File: config.mk
export PLATFORM = sky130hd
export DESIGN_NAME = extirq_grp_ctrl
export DESIGN_NICKNAME = d
export VERILOG_FILES = /design/src/rtl/extirq_pkg.sv /design/src/rtl/extirq_sync.sv /design/src/rtl/extirq_detect.sv /design/src/rtl/extirq_group.sv /design/src/rtl/extirq_grp_ctrl.sv
export SDC_FILE = /design/constraint.sdc
export NUM_CORES = 1
export LEC_CHECK = 0
export BUFFER_PORTS_ARGS = -buffer_cell sky130_fd_sc_hd__buf_4
export CAP_MARGIN = 10
export CORE_MARGIN = 4
export CORE_UTILIZATION = 53
export DETAILED_ROUTE_END_ITERATION = 10
export MAX_ROUTING_LAYER = met4
export PLACE_DENSITY_LB_ADDON = 0.3
export SLEW_MARGIN = 20
export SYNTH_ARGS = -nofsm -noshare
export SYNTH_HDL_FRONTEND = slang
export SYNTH_HIERARCHICAL = 1
export SYNTH_SLANG_ARGS = --single-unit
File: constraint.sdc
create_clock -name clk -period 1.5 [get_ports clk]
set_input_delay 0.225 -clock clk [delete_from_list [all_inputs] [get_ports clk]]
set_output_delay 0.225 -clock clk [all_outputs]
set_load 0.02 [all_outputs]
File: src/rtl/extirq_pkg.sv
package extirq_pkg;

   typedef enum logic [1:0] {
      RA_TRIG_LO = 2'd0,
      RA_TRIG_HI = 2'd1,
      RA_MASK    = 2'd2,
      RA_PEND    = 2'd3
   } reg_addr_e;

   localparam int TRIG_W   = 3;
   localparam int NIBBLE_W = 4;
   localparam int N_GROUPS = 4;

   localparam int GRP_FIRST [N_GROUPS] = '{0, 4, 12, 20};
   localparam int GRP_LAST  [N_GROUPS] = '{3, 11, 19, 27};

   function automatic logic [31:0] trig_field_bits(input int n_lines);
      logic [31:0] m;
      m = '0;
      for (int k = 0; k < (n_lines + 1) / 2; k++) begin
         m[k*NIBBLE_W +: TRIG_W] = '1;
      end
      return m;
   endfunction

endpackage

File: src/rtl/extirq_sync.sv
module extirq_sync (
   input  logic clk,
   input  logic rst,
   input  logic pin_i,
   output logic lvl_o,
   output logic prev_o
);
   logic meta_q, lvl_q, prev_q;

   always_ff @(posedge clk) begin
      if (rst) begin
         meta_q <= 1'b0;
         lvl_q  <= 1'b0;
         prev_q <= 1'b0;
      end else begin
         meta_q <= pin_i;
         lvl_q  <= meta_q;
         prev_q <= lvl_q;
      end
   end

   assign lvl_o  = lvl_q;
   assign prev_o = prev_q;


   sync_stage_chk: assert property (@(posedge clk) disable iff (rst)
      lvl_q == $past(meta_q));

endmodule

File: src/rtl/extirq_detect.sv
module extirq_detect
   import extirq_pkg::*;
(
   input  logic [TRIG_W-1:0] mode_i,
   input  logic              lvl_i,
   input  logic              prev_i,
   output logic              evt_o
);
   always_comb begin
      unique case (mode_i[2:1])
         2'b00:   evt_o = mode_i[0] ? lvl_i : ~lvl_i;
         2'b01:   evt_o = prev_i & ~lvl_i;
         2'b10:   evt_o = ~prev_i & lvl_i;
         default: evt_o = prev_i ^ lvl_i;
      endcase
   end
endmodule

File: src/rtl/extirq_group.sv
module extirq_group
   import extirq_pkg::*;
#(
   parameter int NUM_LINES = 28
) (
   input  logic                 clk,
   input  logic                 rst,
   input  logic [NUM_LINES-1:0] pend_i,
   input  logic [NUM_LINES-1:0] mask_i,
   output logic [N_GROUPS-1:0]  grp_o
);
   logic [NUM_LINES-1:0] live;
   assign live = pend_i & ~mask_i;

   for (genvar g = 0; g < N_GROUPS; g++) begin : g_grp
      localparam int LO = GRP_FIRST[g];
      localparam int HI = GRP_LAST[g];
      if (HI >= NUM_LINES || LO > HI) begin : g_bad
         $error("group range outside line count");
      end
      assign grp_o[g] = |live[HI:LO];
   end


   grp_quiet_chk: assert property (@(posedge clk) disable iff (rst)
      (&mask_i) |-> (grp_o == '0));

endmodule

File: src/rtl/extirq_grp_ctrl.sv
module extirq_grp_ctrl
   import extirq_pkg::*;
#(
   parameter int NUM_LINES = 28,
   parameter int SPLIT     = 16,
   parameter int DATA_W    = 32
) (
   input  logic                 clk,
   input  logic                 rst,
   input  logic [NUM_LINES-1:0] ext_in,
   input  logic                 bus_sel,
   input  logic                 bus_wr,
   input  logic [1:0]           bus_addr,
   input  logic [DATA_W-1:0]    bus_wdata,
   output logic [DATA_W-1:0]    bus_rdata,
   output logic [N_GROUPS-1:0]  grp_irq
);
   localparam int LINES_LO = SPLIT;
   localparam int LINES_HI = NUM_LINES - SPLIT;
   localparam logic [DATA_W-1:0] WMASK_LO = DATA_W'(trig_field_bits(LINES_LO));
   localparam logic [DATA_W-1:0] WMASK_HI = DATA_W'(trig_field_bits(LINES_HI));

   if (DATA_W != 32) begin : g_bad_width
      $error("register width must be 32");
   end
   if (NUM_LINES >= DATA_W || SPLIT >= NUM_LINES) begin : g_bad_lines
      $error("line count does not fit the register layout");
   end
   if (((LINES_HI + 1) / 2) * NIBBLE_W > DATA_W || (SPLIT / 2) * NIBBLE_W > DATA_W) begin : g_bad_split
      $error("trigger fields overflow a register");
   end

   logic [DATA_W-1:0]    trig_lo_q, trig_hi_q;
   logic [NUM_LINES-1:0] mask_q, pend_q;
   logic [NUM_LINES-1:0] line_lvl, line_prev, line_evt;
   logic [NUM_LINES-1:0] clr_bits;
   logic                 wr_lo, wr_hi, wr_mask, wr_pend;

   assign wr_lo   = bus_sel && bus_wr && (bus_addr == RA_TRIG_LO);
   assign wr_hi   = bus_sel && bus_wr && (bus_addr == RA_TRIG_HI);
   assign wr_mask = bus_sel && bus_wr && (bus_addr == RA_MASK);
   assign wr_pend = bus_sel && bus_wr && (bus_addr == RA_PEND);
   assign clr_bits = wr_pend ? bus_wdata[NUM_LINES-1:0] : '0;

   for (genvar i = 0; i < NUM_LINES; i++) begin : g_line
      logic [TRIG_W-1:0] mode;
      if (i < SPLIT) begin : g_lo
         assign mode = trig_lo_q[(i/2)*NIBBLE_W +: TRIG_W];
      end else begin : g_hi
         assign mode = trig_hi_q[((i-SPLIT)/2)*NIBBLE_W +: TRIG_W];
      end

      extirq_sync i_sync (
         .clk    (clk),
         .rst    (rst),
         .pin_i  (ext_in[i]),
         .lvl_o  (line_lvl[i]),
         .prev_o (line_prev[i])
      );

      extirq_detect i_detect (
         .mode_i (mode),
         .lvl_i  (line_lvl[i]),
         .prev_i (line_prev[i]),
         .evt_o  (line_evt[i])
      );
   end

   always_ff @(posedge clk) begin
      if (rst) begin
         trig_lo_q <= '0;
         trig_hi_q <= '0;
         mask_q    <= '1;
         pend_q    <= '0;
      end else begin
         if (wr_lo)   trig_lo_q <= bus_wdata & WMASK_LO;
         if (wr_hi)   trig_hi_q <= bus_wdata & WMASK_HI;
         if (wr_mask) mask_q    <= bus_wdata[NUM_LINES-1:0];
         pend_q <= (pend_q & ~clr_bits) | line_evt;
      end
   end

   always_comb begin
      unique case (bus_addr)
         RA_TRIG_LO: bus_rdata = trig_lo_q;
         RA_TRIG_HI: bus_rdata = trig_hi_q;
         RA_MASK:    bus_rdata = {{(DATA_W-NUM_LINES){1'b0}}, mask_q};
         default:    bus_rdata = {{(DATA_W-NUM_LINES){1'b0}}, pend_q};
      endcase
   end

   extirq_group #(.NUM_LINES(NUM_LINES)) i_group (
      .clk    (clk),
      .rst    (rst),
      .pend_i (pend_q),
      .mask_i (mask_q),
      .grp_o  (grp_irq)
   );


   pend_clear_chk: assert property (@(posedge clk) disable iff (rst)
      wr_pend |=> ((pend_q & $past(bus_wdata[NUM_LINES-1:0] & ~line_evt)) == '0));


   event_wins_chk: assert property (@(posedge clk) disable iff (rst)
      wr_pend |=> ((pend_q & $past(line_evt)) == $past(line_evt)));


   latch_masked_chk: assert property (@(posedge clk) disable iff (rst)
      (|(line_evt & mask_q)) |=> ((pend_q & $past(line_evt & mask_q)) == $past(line_evt & mask_q)));


   mask_write_chk: assert property (@(posedge clk) disable iff (rst)
      wr_mask |=> (mask_q == $past(bus_wdata[NUM_LINES-1:0])));


   pend_hold_chk: assert property (@(posedge clk) disable iff (rst)
      !wr_pend |=> ((pend_q & $past(pend_q)) == $past(pend_q)));

endmodule

==> results of run 1 <==
logic make-up (layout without fill, tap and decap cells):
| group | after synthesis | count (layout) | share of synthesized area |
|---|---|---|---|
| and+or+nand+nor | 253 | 253 | 0.152 |
| DFF | 182 | 182 | 0.398 |
| buffers and inverters | 175 | 403 | 0.0869 |
| muxes | 126 | 126 | 0.205 |
| adders and majority gates | 56 | 56 | 0.0766 |
| AOI/OAI and AO/OA | 45 | 45 | 0.0534 |
| xor gates and xnor gates | 28 | 28 | 0.0268 |
| other | 1 | 1 | 0.000410 |
flip-flops by register name, indices dropped and copies added, names as in the netlist:
register	flops
pend_q	28
trig_hi_q	18
trig_lo_q	24
g_line.i_sync/lvl_o	28
mask_q	28
g_line.i_sync/meta_q	28
g_line.i_sync/prev_o	28
cell usage in the layout, fill, tap and decap left out, types with 3 or more instances in the layout:
master	instances
dfxtp_2	68
inv_2	72
inv_1	68
dfxtp_1	97
a311oi_2	23
buf_12	9
o22ai_2	5
dfxtp_4	17
nor2b_1	90
a22o_1	3
nor2_2	23
clkbuf_1	3
mux2i_1	77
o22ai_1	7
xnor2_1	28
nor2_4	3
ha_2	5
buf_4	155
dlygate4sd3_1	34
mux4_2	46
or4_4	3
a311oi_1	5
clkbuf_8	3
nand2b_1	66
ha_1	30
and2_1	3
clkbuf_16	17
ha_4	21
buf_6	37
nor2_1	59
mux2_4	3
clkinv_2	4
synthesized netlist by cell type, drive strengths merged:
master | n | area, µm²
dfxtp | 182 | 3640
inv | 140 | 526
nor2b | 91 | 569
nor2 | 85 | 319
mux2i | 77 | 771
nand2b | 66 | 413
ha | 56 | 701
mux4 | 46 | 1070
a311oi | 28 | 370
xnor2 | 28 | 245
buf | 22 | 220
clkbuf | 13 | 48.8
o22ai | 12 | 75.1
a22o | 3 | 26.3
and2 | 3 | 18.8
mux2 | 3 | 37.5
or4 | 3 | 22.5
and4b | 2 | 20.0
a22oi | 1 | 7.51
and4 | 1 | 8.76
conb | 1 | 3.75
nand4bb | 1 | 11.3
nor4bb | 1 | 10.0
o221ai | 1 | 8.76
repair_timing:
action,in CTS,in global routing
buffers inserted,25,11
resized for setup,169,121
endpoints found under the hold margin,33,1
pin swaps,32,53
hold buffers,33,1
endpoints found under the setup margin,35,56
power by group:
part | total [µW] | switching, µW | internal, µW
logic | 1820 | 834 | 990
registers | 5180 | 149 | 5030
clock network | 3960 | 1760 | 2200
worst min path at each step:
stage	cells past startpoint	from	end	slack (ps)
final	2	bus_wdata[22]	pend_q[22]$_SDFF_PP0_	10
after global routing	2	bus_wdata[12]	pend_q[12]$_SDFF_PP0_	0.2
after CTS	2	bus_wdata[12]	pend_q[12]$_SDFF_PP0_	0.3
after detailed placement	1	g_line[13].i_sync/meta_q$_SDFF_PP0_	g_line[13].i_sync/lvl_o$_SDFF_PP0_	420
after global placement	1	g_line[24].i_sync/meta_q$_SDFF_PP0_	g_line[24].i_sync/lvl_o$_SDFF_PP0_	420
after floorplan	1	rst	g_line[0].i_sync/lvl_o$_SDFF_PP0_	300
per-stage QoR:
step / worst slack [ps] / util
floorplan: 51.5 / -
global placement: -90.3 / 0.627
detailed placement: -86.2 / 0.627
CTS: -318 / 0.711
global route: -363 / 0.735
finish: -316 / 0.735
layer usage:
layer,routed length (µm),global-route usage
met5,0,-
met2,10900,0.372
met1,9600,0.293
met4,414,0.0711
met3,926,0.0419
layout make-up:
cell class	instances	area share
Multi-Input combinational cell	509	0.416
Tap cell	220	0.0223
Inverter	140	0.0427
Timing Repair Buffer	235	0.171
Clock buffer	23	0.0388
Clock inverter	5	0.00223
Sequential cell	182	0.308
==> summary.md, run 1 <==
| Metric | Value |
|---|---|
| Num rows | 47 |
| Critical path peak fanout | 3 |
| FF+latch count, synth | 182 |
| Fmax achieved | 551 MHz |
| DRC marker count from the first detailed-route iteration | roughly 370 |
| R2r startpoint | g_line[13].i_sync/lvl_o$_SDFF_PP0_ |
| Final Instance Area | 12300 µm² |
| Final hold vios | 0 |
| Fin cells | 1314 |
| CTS tree | yes |
| Slowest cell delay on critical path | approximately 560 ps |
| H-tree levels | 4 |
| Overall Global Routing Usage | 0.229 |
| Startpoint types | flop |
| Syn Nets | 988 |
| Failing checks | negative setup slack |
| I/O pin count | 102 |
| Worst hold path class | input port to flop |
| Required time of the critical path | 1270 ps |
| Post-route minimum period | 1820 ps |
| Fill count | 1162 |
| CP Cell Sequence | inv_2, o22ai_2, or4_4, buf_6 |
| Placed cells | 1216 |
| Layout cells sized above 1 | 0.475 |
| WL per Instance | between 15 and 20 µm |
| Setup violators final | 28 |
| Syn Std Cell Area | 9150 µm² |
| Yosys synthesis warning count | 6 |
| Yosys cell types | 31 |
| Diodes inserted | 0 |
| Register area share after synthesis | 0.398 |
| Post-DRT Antenna Nets | 0 |
| TNS Setup | -4590 ps |
| Power per cell area | around 900 nW/µm² |
| Pins Over Slew Limit | 0 |
| Design Power | approximately 11000 µW |
| Syn Area/Cell | 10.6 µm² |
| Crit share post-route | 1.21 |
| Die width | 139 µm |
| Hold WS | 14.2 ps |
| Clock skew | 5.42 ps |
| Vias in the first global route | ~7000 |
| Worst-case vdd ir drop | 0.837 mV |
| DPL Wire Length | 14.8 mm |
| Drt via density | 5.17 |
| Residual DRC | 0 |
| Starting density of the core | 0.546 |
| Crit path capture | grp_irq[2] |
| Pin count of the biggest net entering global routing | 45 |
| WP buf/inv | 2 |
| Reg2Reg Depth | 6 |
| Core ar. | approximately 17000 µm² |
| Gate Count Post-Synth | slightly below 900 |
| Lkg Pwr | 0.00518 µW |
| Die area | about 20000 µm² |
| Crit path depth | 4 |
| Initial antenna violation count | 0 |
| DIE HEIGHT | 139 µm |
| Critical Path AT | approximately 1600 ps |
| CTS Buf Count | 17 |
| Max Cap Viol | 0 |
| Final wirelength | 21.8 mm |
| Grt ovf | 0 |
| First-pass GRT wire length | 34.8 mm |
| Final net count | 1207 |
| PortBufs | 99 |
| WS Path Type | flop to output pin |
| Status | finished with violations |
| Root Buffer | clkbuf_16 |
| PnR worst setup slack | -316 ps |
| DRT Pass-1 Iters | 4 |
| Via Count | slightly below 7000 |
| Layout Area Growth over Synthesis | 34.7% |
| Crit path max-delay cell type | or4_4 |
| Post-DP Area | 10500 µm² |
| Worst Setup SP | pend_q[13]$_SDFF_PP0_ |
| Clock transition at path regs | around 60 ps |
| CTS max path bufs | 2 |
| RD Place Congestion | around 0.83 |
| Clock Sinks | 182 |
| Internal reg-to-reg setup slack | -30 ps |
| Clk_lat worst skew | 420 ps |
| Area of the multi-input gates | 5120 µm² |
| Crit end category | output pin |
| Cell family with most CP delay | simple AND/OR/NAND/NOR gates |
| Capture point of the worst reg-to-reg path | pend_q[13]$_SDFF_PP0_ |
| Seq. cell area | 3790 µm² |
| Setup repair after global routing missed its margin | yes |
Power figures use the tool's default switching activity.
==> run 2, diff against run 1 <==
--- a/config.mk
+++ b/config.mk
@@ -8,7 +8,8 @@
 export BUFFER_PORTS_ARGS = -buffer_cell sky130_fd_sc_hd__buf_4
 export CAP_MARGIN = 10
 export CORE_MARGIN = 4
-export CORE_UTILIZATION = 53
+export CORE_UTILIZATION = 55
+export CTS_BUF_LIST = sky130_fd_sc_hd__clkbuf_8
 export DETAILED_ROUTE_END_ITERATION = 10
 export MAX_ROUTING_LAYER = met4
 export PLACE_DENSITY_LB_ADDON = 0.3
==> summary.md, run 2 (same netlist as run 1, synthesis figures left out) <==
| Metric | Value |
|---|---|
| Status | finished with violations |
| Failing checks | negative setup slack |
| Starting density of the core | 0.568 |
| Root Buffer | clkbuf_8 |
| First-pass GRT wire length | approximately 34 mm |
| Die width | 137 µm |
| Pin count of the biggest net entering global routing | 56 |
| Die area | 18800 µm² |
| CTS max path bufs | 2 |
| Post-route minimum period | around 1800 ps |
| I/O pin count | 102 |
| Post-DRT Antenna Nets | 0 |
| Initial antenna violation count | 0 |
| Overall Global Routing Usage | 0.241 |
| Power per cell area | 849 nW/µm² |
| WL per Instance | between 15 and 20 µm |
| DIE HEIGHT | 137 µm |
| RD Place Congestion | 0.817 |
| Clock skew | ~12 ps |
| Hold path depth | 3 |
| Residual DRC | 0 |
| Clk_lat worst skew | 450 ps |
| Worst Setup SP | pend_q[5]$_SDFF_PP0_ |
| WS Path Type | flop to output pin |
| Placed cells | 1201 |
| H-tree levels | 4 |
| Worst-case vdd ir drop | 0.634 mV |
| Commonest non-fill, non-tap cell in the layout | buf_4 |
| Max Cap Viol | 0 |
| Layout cells sized above 1 | 0.449 |
| CTS Buf Count | 17 |
| Crit share post-route | 1.22 |
| Pins Over Slew Limit | 0 |
| Via Count | slightly below 7000 |
| Diodes inserted | 0 |
| DPL Wire Length | 14.4 mm |
| PortBufs | 99 |
| Startpoint types | flop |
| Critical path peak fanout | 3 |
| Required time of the critical path | 1270 ps |
| Grt ovf | 0 |
| CTS tree | yes |
| Setup WS pre-CTS | -204 ps |
| Final hold vios | 0 |
| Clock Sinks | 182 |
| Drt via density | about 5.2 |
| Core ar. | 16100 µm² |
| Fin cells | 1330 |
| Worst hold path class | input port to flop |
| DRC marker count from the first detailed-route iteration | 359 |
| Crit path capture | grp_irq[1] |
| Reg2Reg Depth | 6 |
| Layout Area Growth over Synthesis | 34.7% |
| Final wirelength | 22.0 mm |
| Clock transition at path regs | around 100 ps |
| Num rows | 46 |
| R2r startpoint | g_line[16].i_sync/lvl_o$_SDFF_PP0_ |
| Final net count | 1223 |
| DRT Pass-1 Iters | 5 |
| Setup violators final | 34 |
| Commonest cells after routing, fill and taps aside | buf_4, nor2b_1, dfxtp_1, inv_1 |
| Lkg Pwr | 0.00522 µW |
| Internal reg-to-reg setup slack | -40 ps |
| PnR worst setup slack | -335 ps |
| Crit end category | output pin |
| Vias in the first global route | roughly 6700 |
| Fmax achieved | 545 MHz |
| Capture point of the worst reg-to-reg path | pend_q[16]$_SDFF_PP0_ |
| Setup repair after global routing missed its margin | yes |
| Critical Path AT | 1610 ps |
-- run 2: changes by cell type in the layout (fill, tap and decap cells not counted), moves of 7 or more --
cell,change
dlygate4sd3_1,+21
ha_1,+9
dfxtp_2,+7
clkbuf_8,+19
clkbuf_16,-17
dfxtp_1,-10
nor2_1,+7
inv_2,-16
inv_1,+16
-- run 2: metrics by stage --
step                      setup TNS, ps  total power (µW)   util  hold slack, ps  cell area, µm²
after floorplan                       0              6100      -             297            9150
after global routing              -7230             10900  0.764            31.6           12300
final                             -5150             10400  0.764            55.3           12300
after global placement           -10620              6650  0.645             416           10400
after detailed placement         -13990              6700  0.645             420           10400
after CTS                         -5660             10400  0.743            26.9           12000
-- run 2: worst min path at each step --
stage	start	slack, ps	endpoint
2_1_floorplan	rst	300	g_line[0].i_sync/lvl_o$_SDFF_PP0_
3_3_place_gp	g_line[25].i_sync/meta_q$_SDFF_PP0_	420	g_line[25].i_sync/lvl_o$_SDFF_PP0_
3_5_place_dp	g_line[20].i_sync/meta_q$_SDFF_PP0_	420	g_line[20].i_sync/lvl_o$_SDFF_PP0_
4_1_cts	bus_wdata[30]	30	trig_lo_q[30]$_SDFFE_PP0P_
5_1_grt	bus_wdata[29]	30	trig_lo_q[29]$_SDFFE_PP0P_
6_report	bus_wdata[30]	60	trig_lo_q[30]$_SDFFE_PP0P_
-- run 2: timing repair --
item	4_1_cts	5_1_grt
setup buffers	32	10
hold buffers	55	0
endpoints found under the hold margin	55	0
setup endpoints to repair	46	59
resized for setup	177	95
pin swaps	27	50
-- run 2: where the power goes --
group	switching, µW	internal, µW
clock network	1750	1710
registers	151	5020
logic	825	1000
-- run 2: cell type report --
cell class | count | area (µm²)
repair buffers | 251 | 2260
multi-input cells | 509 | 5020
clock inverters | 10 | 119
fillers | 1036 | 3800
well taps | 216 | 270
clock buffers | 22 | 303
flip-flops and latches | 182 | 3810
inverters | 140 | 526
-- run 2: per-layer routing --
metal	vias to the layer above	wire length, µm	global-route usage
met5	-	0	-
met4	0	580	0.0787
met3	43	1050	0.0478
met2	177	10800	0.387
met1	3350	9550	0.307
li1	3313	-	-
-- run 2: critical path: stages (launching register included) --
cell and delay (ps):
dfxtp_2 350, inv_2 50, o22ai_2 70, or4_4 540, buf_6 150
==> run 3, diff against run 2 <==
--- a/config.mk
+++ b/config.mk
@@ -7,10 +7,13 @@
 export LEC_CHECK = 0
 export BUFFER_PORTS_ARGS = -buffer_cell sky130_fd_sc_hd__buf_4
 export CAP_MARGIN = 10
+export CELL_PAD_IN_SITES_DETAIL_PLACEMENT = 1
+export CELL_PAD_IN_SITES_GLOBAL_PLACEMENT = 1
 export CORE_MARGIN = 4
-export CORE_UTILIZATION = 55
+export CORE_UTILIZATION = 43
 export CTS_BUF_LIST = sky130_fd_sc_hd__clkbuf_8
 export DETAILED_ROUTE_END_ITERATION = 10
+export HOLD_SLACK_MARGIN = 0.08
 export MAX_ROUTING_LAYER = met4
 export PLACE_DENSITY_LB_ADDON = 0.3
 export SLEW_MARGIN = 20
==> summary.md, run 3 (same netlist as run 1, synthesis figures left out) <==
| Metric | Value |
|---|---|
| Overall Global Routing Usage | 0.222 |
| Clock transition at path regs | 100 ps |
| Layout Area Growth over Synthesis | 38.3% |
| Layout cells sized above 1 | 0.470 |
| Failing checks | negative setup slack |
| Psw | around 2900 µW |
| DIE HEIGHT | 154 µm |
| R2r startpoint | g_line[16].i_sync/lvl_o$_SDFF_PP0_ |
| Drt via density | roughly 5.1 |
| Worst hold start | rst |
| Via Count | between 7000 and 8000 |
| Pins Over Slew Limit | 0 |
| Critical Path AT | between 1500 and 2000 ps |
| Worst-case vdd ir drop | 0.512 mV |
| Worst hold path class | input port to flop |
| Reg power frac | 0.493 |
| Starting density of the core | 0.436 |
| WS Path Type | flop to output pin |
| Clock power share | 0.318 |
| Clk_lat worst skew | 460 ps |
| WL per Instance | approximately 19 µm |
| DRT Pass-1 Iters | 4 |
| Switching Share | 0.274 |
| Critical path peak fanout | 2 |
| PortBufs | 99 |
| CTS Buf Count | 17 |
| Die area | 23700 µm² |
| H-tree levels | 4 |
| Clock Sinks | approximately 180 |
| PnR worst setup slack | -382 ps |
| Lkg Pwr | around 0.0053 µW |
| Vias in the first global route | between 7000 and 8000 |
| Worst Setup SP | pend_q[23]$_SDFF_PP0_ |
| Power per cell area | 830 nW/µm² |
| Initial antenna violation count | 1 |
| Required time of the critical path | 1270 ps |
| Fill count | 2235 |
| Placed cells | 1268 |
| Post-route minimum period | approximately 1900 ps |
| Grt ovf | 0 |
| First-pass GRT wire length | 40.5 mm |
| DPL Wire Length | 16.8 mm |
| Internal reg-to-reg setup slack | -60 ps |
| Commonest non-fill, non-tap cell in the layout | buf_4 |
| DRC marker count from the first detailed-route iteration | approximately 240 |
| Fmax achieved | roughly 530 MHz |
| Startpoint types | flop |
| Int Power | 7620 µW |
| Max Cap Viol | 0 |
| Status | finished with violations |
| Die width | 154 µm |
| Setup violators final | 40 |
| Post-DRT Antenna Nets | 0 |
| Setup repair after global routing missed its margin | yes |
| Root Buffer | clkbuf_8 |
| Core ar. | around 21000 µm² |
| Hold WS | 108 ps |
| RD Place Congestion | about 0.77 |
| Final wirelength | approximately 27 mm |
| I/O pin count | 102 |
| Crit end category | output pin |
| Commonest cells after routing, fill and taps aside | buf_4, nor2b_1, dfxtp_1, inv_1, dfxtp_2 |
| Crit share post-route | 1.25 |
| Post-DP Area | 10600 µm² |
| Num rows | 53 |
| Pin count of the biggest net entering global routing | between 40 and 50 |
| Fin cells | 1408 |
| CTS max path bufs | 2 |
| Power share of the combinational group | 0.189 |
| Clock skew | just over 10 ps |
| Setup WS pre-CTS | -121 ps |
| Final hold vios | 0 |
| Final net count | 1243 |
| Final Instance Area | 12600 µm² |
| Residual DRC | 0 |
| CTS tree | yes |
-- run 3: area by class of cell --
type / count / area, µm² / share of cell area
multi-input combinational: 509 / 5090 / 0.402
sequential: 182 / 3810 / 0.301
timing repair buffer: 271 / 2500 / 0.197
inverter: 140 / 526 / 0.0416
tap: 275 / 344 / 0.0272
clock buffer: 19 / 262 / 0.0207
clock inverter: 11 / 113 / 0.00890
antenna: 1 / 2.50 / 0.000198
-- run 3: through the flow --
step	setup TNS (ps)	total power (µW)	util
3_5_place_dp	-1390	6780	0.506
2_1_floorplan	0	6100	-
6_report	-6130	10500	0.603
3_3_place_gp	-879	6720	0.506
4_1_cts	-6410	10400	0.589
5_1_grt	-8540	10900	0.603
-- run 3: worst max-delay path: stages, from the launching register on --
cell and delay, ps:
dfxtp_2 340, inv_2 70, o22ai_2 80, or4_4 550
buf_6 150
-- run 3: timing repair --
| item | in CTS | in global routing |
|---|---|---|
| hold buffers | 59 | 0 |
| endpoints found under the setup margin | 46 | 61 |
| pin swaps | 34 | 49 |
| buffers inserted | 41 | 12 |
| cloned | 0 | 0 |
| resized for setup | 213 | 88 |
| hold endpoints to repair | 111 | 0 |
-- run 3: worst paths after layout --
path | end | cells after the start
hold / removal | g_line[21].i_sync/lvl_o$_SDFF_PP0_ | 2
hold reg to reg | g_line[4].i_sync/lvl_o$_SDFF_PP0_ | 1
setup reg to reg | pend_q[16]$_SDFF_PP0_ | 6
setup / recovery | grp_irq[3] | 4
-- run 3: power by group through the flow --
stage	logic (µW)	registers (µW)	clock network, µW
finish	1980	5180	3340
global placement	1450	5270	0
floorplan	857	5240	0
detailed placement	1500	5280	0
CTS	1860	5150	3350
global route	2120	5200	3610
-- run 3: layer usage --
metal,up-vias,track usage,wire length (µm)
met3,35,0.0363,913
met4,0,0.0517,494
met1,3640,0.274,11500
li1,3353,-,-
met5,-,-,0
met2,126,0.382,14000
